**src/rtl/mac_pkg.sv**
```systemverilog
package mac_pkg;

   typedef enum logic [2:0] {
      OP_NOP  = 3'd0,
      OP_CLR  = 3'd1,
      OP_MPY  = 3'd2,
      OP_MAC  = 3'd3,
      OP_MSU  = 3'd4,
      OP_LDA  = 3'd5,
      OP_LDT  = 3'd6,
      OP_IDLE = 3'd7
   } mac_op_e;

   typedef enum logic [1:0] {
      ACT_HOLD = 2'd0,
      ACT_ZERO = 2'd1,
      ACT_SET  = 2'd2,
      ACT_SUM  = 2'd3
   } acc_act_e;

   localparam int unsigned ACC_COUNT = 2;

endpackage

```
**src/rtl/mac_operand_ext.sv**
```systemverilog
module mac_operand_ext #(
   parameter int unsigned IN_W = 16
) (
   input  logic [IN_W-1:0] din,
   input  logic            sgn,
   output logic [IN_W:0]   dout
);
   always_comb begin
      dout = sgn ? {din[IN_W-1], din} : {1'b0, din};
   end
endmodule

```
**src/rtl/mac_multiplier.sv**
```systemverilog
module mac_multiplier #(
   parameter int unsigned EXT_W = 17
) (
   input  logic signed [EXT_W-1:0]   mcand,
   input  logic signed [EXT_W-1:0]   mplier,
   output logic signed [2*EXT_W-1:0] prod
);
   always_comb begin
      prod = mcand * mplier;
   end
endmodule

```
**src/rtl/mac_acc_adder.sv**
```systemverilog
module mac_acc_adder #(
   parameter int unsigned W = 40
) (
   input  logic [W-1:0] base,
   input  logic [W-1:0] addend,
   input  logic         sub,
   output logic [W-1:0] sum,
   output logic         ovf
);
   logic sa, sb, sr;

   always_comb begin
      sum = sub ? (base - addend) : (base + addend);
      sa  = base[W-1];
      sb  = addend[W-1];
      sr  = sum[W-1];
      if (sub) ovf = (sa != sb) && (sr != sa);
      else     ovf = (sa == sb) && (sr != sa);
   end
endmodule

```
**src/rtl/mac_acc_bank.sv**
```systemverilog
module mac_acc_bank
   import mac_pkg::*;
#(
   parameter int unsigned ACC_W = 40,
   parameter int unsigned NUM   = 2
) (
   input  logic                      clk,
   input  logic                      rst_n,
   input  acc_act_e                  act [NUM],
   input  logic [ACC_W-1:0]          set_val,
   input  logic [ACC_W-1:0]          sum_val,
   input  logic                      sum_ovf,
   output logic [NUM-1:0][ACC_W-1:0] acc_q,
   output logic [NUM-1:0]            ovf_q
);
   for (genvar g = 0; g < NUM; g++) begin : g_slot
      always_ff @(posedge clk) begin
         if (!rst_n) begin
            acc_q[g] <= '0;
            ovf_q[g] <= 1'b0;
         end else begin
            unique case (act[g])
               ACT_ZERO: begin
                  acc_q[g] <= '0;
                  ovf_q[g] <= 1'b0;
               end
               ACT_SET:  acc_q[g] <= set_val;
               ACT_SUM: begin
                  acc_q[g] <= sum_val;
                  ovf_q[g] <= ovf_q[g] | sum_ovf;
               end
               default: ;
            endcase
         end
      end
   end
endmodule

```
**src/rtl/dual_acc_mac.sv**
```systemverilog
module dual_acc_mac
   import mac_pkg::*;
#(
   parameter int unsigned DATA_W = 16,
   parameter int unsigned ACC_W  = 40
) (
   input  logic              clk,
   input  logic              rst_n,
   input  logic [2:0]        op,
   input  logic              acc_sel,
   input  logic              signed_mode,
   input  logic              use_t,
   input  logic [DATA_W-1:0] opa,
   input  logic [DATA_W-1:0] opb,
   output logic [ACC_W-1:0]  acc_a,
   output logic [ACC_W-1:0]  acc_b,
   output logic              ovf_a,
   output logic              ovf_b
);
   localparam int unsigned EXT_W  = DATA_W + 1;
   localparam int unsigned PROD_W = 2 * EXT_W;
   localparam int unsigned NUM    = ACC_COUNT;

   if (ACC_W <= PROD_W) begin : g_bad_acc
      $error("ACC_W must exceed the product width to hold guard bits");
   end
   if (DATA_W < 2) begin : g_bad_data
      $error("DATA_W must be at least 2");
   end
   if (NUM != 2) begin : g_bad_num
      $error("port list assumes two accumulators");
   end

   mac_op_e opc;
   assign opc = mac_op_e'(op);

   // holding register
   logic [DATA_W-1:0] t_q;
   always_ff @(posedge clk) begin
      if (!rst_n)             t_q <= '0;
      else if (opc == OP_LDT) t_q <= opa;
   end

   // operand widening
   logic [DATA_W-1:0] src_b;
   logic [EXT_W-1:0]  ext_a, ext_b;
   assign src_b = use_t ? t_q : opb;

   mac_operand_ext #(.IN_W(DATA_W)) u_ext_a (.din(opa),   .sgn(signed_mode), .dout(ext_a));
   mac_operand_ext #(.IN_W(DATA_W)) u_ext_b (.din(src_b), .sgn(signed_mode), .dout(ext_b));

   // multiplier
   logic signed [EXT_W-1:0]  mul_a, mul_b;
   logic signed [PROD_W-1:0] prod;
   assign mul_a = ext_a;
   assign mul_b = ext_b;

   mac_multiplier #(.EXT_W(EXT_W)) u_mul (.mcand(mul_a), .mplier(mul_b), .prod(prod));

   logic [ACC_W-1:0] prod_w, load_w;
   assign prod_w = ACC_W'(prod);
   assign load_w = ACC_W'(mul_a);

   // accumulator bank and shared adder
   logic [NUM-1:0][ACC_W-1:0] acc_q;
   logic [NUM-1:0]            ovf_q;
   logic [ACC_W-1:0]          acc_cur, sum_val, set_val;
   logic                      sum_ovf;
   acc_act_e                  act [NUM];

   assign acc_cur = acc_q[acc_sel];
   assign set_val = (opc == OP_LDA) ? load_w : prod_w;

   mac_acc_adder #(.W(ACC_W)) u_add (
      .base   (acc_cur),
      .addend (prod_w),
      .sub    (opc == OP_MSU),
      .sum    (sum_val),
      .ovf    (sum_ovf)
   );

   always_comb begin
      for (int i = 0; i < NUM; i++) begin
         act[i] = ACT_HOLD;
         if (int'(acc_sel) == i) begin
            unique case (opc)
               OP_CLR:         act[i] = ACT_ZERO;
               OP_MPY, OP_LDA: act[i] = ACT_SET;
               OP_MAC, OP_MSU: act[i] = ACT_SUM;
               default:        act[i] = ACT_HOLD;
            endcase
         end
      end
   end

   mac_acc_bank #(.ACC_W(ACC_W), .NUM(NUM)) u_bank (
      .clk     (clk),
      .rst_n   (rst_n),
      .act     (act),
      .set_val (set_val),
      .sum_val (sum_val),
      .sum_ovf (sum_ovf),
      .acc_q   (acc_q),
      .ovf_q   (ovf_q)
   );

   assign acc_a = acc_q[0];
   assign acc_b = acc_q[1];
   assign ovf_a = ovf_q[0];
   assign ovf_b = ovf_q[1];

endmodule

```
**config.mk**
```make
export PLATFORM = sky130hd
export DESIGN_NAME = dual_acc_mac
export DESIGN_NICKNAME = d
export VERILOG_FILES = /design/src/rtl/mac_pkg.sv /design/src/rtl/mac_operand_ext.sv /design/src/rtl/mac_multiplier.sv /design/src/rtl/mac_acc_adder.sv /design/src/rtl/mac_acc_bank.sv /design/src/rtl/dual_acc_mac.sv
export SDC_FILE = /design/constraint.sdc
export NUM_CORES = 1
export LEC_CHECK = 0
export BUFFER_PORTS_ARGS = -buffer_cell sky130_fd_sc_hd__clkbuf_2
export CAP_MARGIN = 20
export CORE_MARGIN = 2
export CORE_UTILIZATION = 40
export DETAILED_ROUTE_END_ITERATION = 10
export GPL_TIMING_DRIVEN = 0
export HOLD_SLACK_MARGIN = 0.12
export REMOVE_ABC_BUFFERS = 1
export SETUP_SLACK_MARGIN = 0.02
export SYNTH_ARGS = -nofsm -noshare
export SYNTH_HDL_FRONTEND = slang
export SYNTH_SLANG_ARGS = --single-unit
```
**constraint.sdc**
```tcl
create_clock -name clk -period 20.4 [get_ports clk]
set_input_delay 1.02 -clock clk [delete_from_list [all_inputs] [get_ports clk]]
set_output_delay 1.02 -clock clk [all_outputs]
set_load 0.02 [all_outputs]
```
== Yosys cells after proc, flatten, opt, wreduce, memory -nomap -nowiden ==
Cells that the tools add are included.
Widths: inputs -> output; s select.
Storage, ports and cells
  memories kept: 0
  bits in writable memories: 0
  memory bits (read-only): 0
  register bits after elaboration: 98
  output and inout bits: 82
  latch bits: 0
  logic and storage cells: 49
  input port bits: 40
Cells by class
  reductions and logical operators: 8
  shifts and indexed selects: 0
  $add $sub $neg: 2
  magnitude comparators: 1
  divide/modulo/power cells: 0
  equal/unequal tests: 15
  $mul: 1
  multiplexer cells: 15
  bitwise logic cells: 2
Operators with widths (number)
  $pmux 40 s3: 2
  $mux 40: 4
  $add 40x40->40: 1
  $sub 40x40->40: 1
  $mul 17x17->34: 1
  $mux 17: 2
  $mux 16: 1
  $eq 3x3->1 const B: 3
  $eq 2x2->1 const B: 4
  $eq 3x2->1 const B: 2
  $pmux 2 s3: 1
  $reduce_bool 3->1: 2
  $eq 2x1->1 const B: 2
  $mux 2: 2
  $pmux 1 s2: 2
  $reduce_bool 2->1: 2
  $reduce_or 2->1: 2
  $eq 3x1->1 const B: 1
  $logic_and 1x1->1: 2
  $lt 1x2->1 const B: 1
  $ne 1x1->1: 2
  $or 1x1->1: 2
  $eq 1x1->1: 1
  $mux 1: 1

== Longest topological paths before layout ==
  depth after elaboration: 10
  depth in mapped cells: 42
  depth with buffers taken out: 39

== By module ==
A second synthesis with hierarchy kept.
Second synthesis, totals
  cells, all modules: 2243
  area total of the unflattened synthesis: 20054.2 µm²
Modules (own cells, without submodules)
  mac_multiplier: times used 1, area an instance 10836.6 µm², seq. area each 0.0 µm², cells an instance 1177
  mac_acc_bank: times used 1, area an instance 3856.2 µm², seq. area each 1641.6 µm², cells an instance 371
  mac_acc_adder: times used 1, area an instance 3300.7 µm², seq. area each 0.0 µm², cells an instance 479
  dual_acc_mac: times used 1, area an instance 1808.0 µm², seq. area each 320.3 µm², cells an instance 182
  mac_operand_ext: times used 2, area an instance 126.4 µm², seq. area each 0.0 µm², cells an instance 17

== Least setup slack after synthesis ==
Ideal clock, no wire load.
  path kind: input port to flip-flop
  start: input use_t
  end: register u_bank.ovf_q[0]
  slack: 9.810 ns
  path buffers: 3
  required time: 20.278 ns
  stages on the path: 39
  library setup time: 0.122 ns
  data arrival time: 10.469 ns
  cell sequence: buf_2 buf_1 mux2_2 clkbuf_1 nand2_1 fa_1 fa_1 fa_1 fa_1 inv_1 fa_1 inv_1 fa_1 inv_1 ha_1 a21o_1 a221o_1 a22o_1 [3 not listed] xor2_1 nand2_1 nor2_1 nor2_1 xnor2_1 ha_1 a21o_1 a21o_1 a21oi_1 o21bai_1 nand3_1 a31oi_1 a2111oi_0 o31ai_1 o41a_1 xor2_1 and3_1 o311a_1
Between the ends
  longest elaborated chain between the ends: 10
  elaborated cells between the ends (all ways): 14
  those cells by class: add/sub: 2; mul: 1; eq/ne: 3; mux: 5; bitwise: 1; reduce/logical: 2
RTL lines
  start, declared: line dual_acc_mac.sv:12  | input logic use_t,
  $mux 16 *: line dual_acc_mac.sv:47  | assign src_b = use_t ? t_q : opb;
  $mux 17 *: line mac_operand_ext.sv:9  | dout = sgn ? {din[IN_W-1], din} : {1'b0, din};
  $mul 17x17->34 *: line mac_multiplier.sv:9  | prod = mcand * mplier;
  $add 40x40->40 / $sub 40x40->40 (equally long branches): line mac_acc_adder.sv:13  | sum = sub ? (base - addend) : (base + addend);
  $mux 40: line mac_acc_adder.sv:13
  $ne 1x1->1: line mac_acc_adder.sv:17, mac_acc_adder.sv:18
  $logic_and 1x1->1 (on tied branches): line mac_acc_adder.sv:18, mac_acc_adder.sv:17
  $mux 1 *: line mac_acc_adder.sv:17  | if (sub) ovf = (sa != sb) && (sr != sa);
  $or 1x1->1 *: line mac_acc_bank.sv:30  | ovf_q[g] <= ovf_q[g] | sum_ovf;
  $pmux 1 s2 *: line mac_acc_bank.sv:22  | unique case (act[g])
  end signal, assigned by index: line mac_acc_bank.sv:30
  end, declared: line mac_acc_bank.sv:14  | output logic [NUM-1:0] ovf_q
Mark *: on every way between the ends. The rest lies on a longest branch, timed or not.
A chain may end at the register's enable or synchronous reset.

== Final worst setup path ==
Ends and elaborated chain as after synthesis.

==> flow_summary.ini <==
[timing]
relSlewSlack_pct = 28.0
tightest_slew_ns = 1.08
rsz0062_at_grt = no
tns_ns = 0
fin_worst_skew_ns = 0.0174
maxSlewViolCount = 0
worst_slack_ns = 8.43
period_minus_slack_ns = 11.97
max_freq_mhz = 83.5
setup_viol = 0
fin_crit_sh_pct = 58.7
hold_viol = 0

[cells_and_area]
final_area_mm2 = 0.0202
nets = 2686
syn_to_final_growth_pct = 7.51
n_antenna_cell = 0
fillCellCount = 4686
drive_above_1_share_pct = 10.1

[critical_path]
cpPeakStageDelay_ns = 0.62
worst_ep_required_time_ns = 20.67
cpMostUsedCell = fa_1
critPathSlowestCell = a2111oi_0
end_kind = flip-flop
startpoint_type = input pin
path_max_fanout = 18
worstPathArrival_ns = 12.24
critical_path_class = input pin to flip-flop

[global_route]
grt_overflow = 0
grt_use_total_pct = 22.8
grt_max_degree = 60
grt_pass1_vias = 16360
grt_pass1_wl_um = 87000
grt_antenna_before_repair = 0

[detailed_routing]
wl_met1_um = 23800
top_layer_used = met4
route.met2.wl_um = 24900
route.vias.total = 15555
antenna_left = 0
wirelength_um = 53200
dr.pass1.iters = 5
drtIter0Drc = 1124
wl_met3_um = 3090
routedWlPerCell_um = 18.8
drc = 0
via_per_inst = 5.49

[floorplan]
fp.dieH_um = 221
rows = 79
ioPinCount = 122
die_x_um = 221
core_area_mm2 = 0.0465
die-area_mm2 = 0.0487
initial_core_util_pct = 40.4

[synth]
synth.yosys.seq_area_share_pct = 10.4
synth_flop_cell = dfxtp_1
async_reset_ff_share_pct = 0
ys_types = 68
netlist_top_cells_count = inv_1, fa_1, nand2_1
synth_top_area_cell = fa_1
ys_warn_count = 0
synth.most_common_cell = inv_1
synth_seq_cells = 98
postSynthCellCount = 2191
synth_edf_count = 0
syn_area_per_cell_um2 = 8.57
synth_top_area_share_pct = 31.7
synthTopCellsByArea = fa_1, dfxtp_1, ha_1
syn_area_mm2 = 0.0188

[cts]
cts_tree = built
hold_buffers = 0
clock_sinks = 98
post_cts_resized = 0
root_buffer = clkbuf_16
post-cts-setup-buffers = 0
cts.path.max_buffers = 2
htreeDepth = 3
path_clk_slew_ns = 0.07
worstSkewPairLatency_ns = 0.39
cts_made_buffers = 9

[job]
max_cap_violations = 0

[place]
place_congestion = 0.887
numPortBuffers = 121
dp_slack_ns = 8.20
placed_cell_area_mm2 = 0.0199
hpwl_um = 41900

[hold_path]
hold_path_class = flip-flop to flip-flop

[run_status]
status = complete, no violations
## per-layer routing
layer / global-route usage, % / vias up
met5: 0 / -
met4: 6.82 / 0
met3: 2.97 / 61
met2: 37.5 / 472
met1: 31.3 / 7840
li1: - / 7182
## path summary, 6_finish.rpt
kind | from | cells after the start | end | slack (ns)
worst max-delay path | use_t | 39 | u_bank.ovf_q[0] | 8.43
worst min-delay path | t_q[7] | 2 | t_q[7] | 0.46
worst max register to register | t_q[15] | 38 | u_bank.ovf_q[0] | 9.30
worst min register to register | t_q[7] | 2 | t_q[7] | 0.46
## registers in the layout (all words and copies together), names as in the netlist
name,count
u_bank.acc_q,80
t_q,16
u_bank.ovf_q,2
## cell families (layout without fill, tap and decap cells)
kind of cell | after synthesis | count (layout) | synth area share, %
buffers and inverters | 436 | 473 | 8.73
adders and majority gates | 422 | 422 | 40.0
AOI/OAI and AO/OA | 396 | 396 | 14.5
and+or+nand+nor | 675 | 675 | 17.9
muxes | 61 | 61 | 3.59
DFF | 98 | 98 | 10.4
xor gates and xnor gates | 103 | 103 | 4.88
## worst max-delay path, delay by kind of cell
kind / cells / cell delay [ns]
adders and majority gates: 8 / 3.55
muxes: 1 / 0.55
and+or+nand+nor: 10 / 2.31
xor gates and xnor gates: 2 / 0.31
buffers and inverters: 5 / 0.93
AOI/OAI and AO/OA: 13 / 3.54
## final cells by class
| class | instances | area [um2] | area share [%] |
|---|---|---|---|
| Sequential cell | 98 | 1960 | 9.72 |
| Inverter | 326 | 1220 | 6.06 |
| Clock inverter | 5 | 37.5 | 0.186 |
| Tap cell | 607 | 759 | 3.76 |
| Multi-Input combinational cell | 1657 | 15200 | 75.3 |
| Clock buffer | 10 | 229 | 1.13 |
| Timing Repair Buffer | 132 | 781 | 3.87 |
## per-stage QoR
step / hold WS [ns] / std cells / utilization, %
after floorplan: 0.440 / 2081 / -
after detailed placement: 0.456 / 2819 / 42.8
final: 0.463 / 2835 / 43.4
after CTS: 0.466 / 2834 / 43.4
after global routing: 0.494 / 2835 / 43.4
after global placement: 0.449 / 2809 / 42.5
## cells in the final DEF, fill, tap and decap left out, types with 5 or more instances in the layout
| cell | netlist | layout |
|---|---|---|
| a31oi_1 | 11 | 11 |
| mux2_2 | 50 | 50 |
| and3_1 | 12 | 12 |
| clkbuf_16 | 0 | 9 |
| a221oi_1 | 20 | 20 |
| o22ai_1 | 7 | 7 |
| nor2b_1 | 104 | 104 |
| mux2i_1 | 11 | 8 |
| o21ai_0 | 68 | 68 |
| nor2_1 | 88 | 87 |
| a222oi_1 | 21 | 21 |
| or2_2 | 7 | 7 |
| xnor2_1 | 64 | 64 |
| a211oi_1 | 9 | 9 |
| a21boi_0 | 23 | 23 |
| and2_1 | 117 | 117 |
| nor3_1 | 17 | 17 |
| a21oi_1 | 104 | 104 |
| a21o_1 | 36 | 36 |
| o31ai_1 | 5 | 5 |
| a22oi_1 | 13 | 13 |
| o21a_1 | 9 | 9 |
| nand4_1 | 10 | 10 |
| o221ai_1 | 14 | 14 |
| o211ai_1 | 11 | 11 |
| nand2b_1 | 20 | 20 |
| nand3_1 | 19 | 19 |
| clkbuf_2 | 1 | 119 |
| ha_1 | 125 | 125 |
| xor2_1 | 38 | 38 |
| fa_1 | 297 | 297 |
| nand2_1 | 262 | 260 |
| dfxtp_1 | 98 | 98 |
| inv_1 | 326 | 326 |
| o21bai_1 | 9 | 9 |
Power is left out: the tool's default activity adds up to more than one toggle a clock period on the data nets, which glitch-free logic cannot reach.
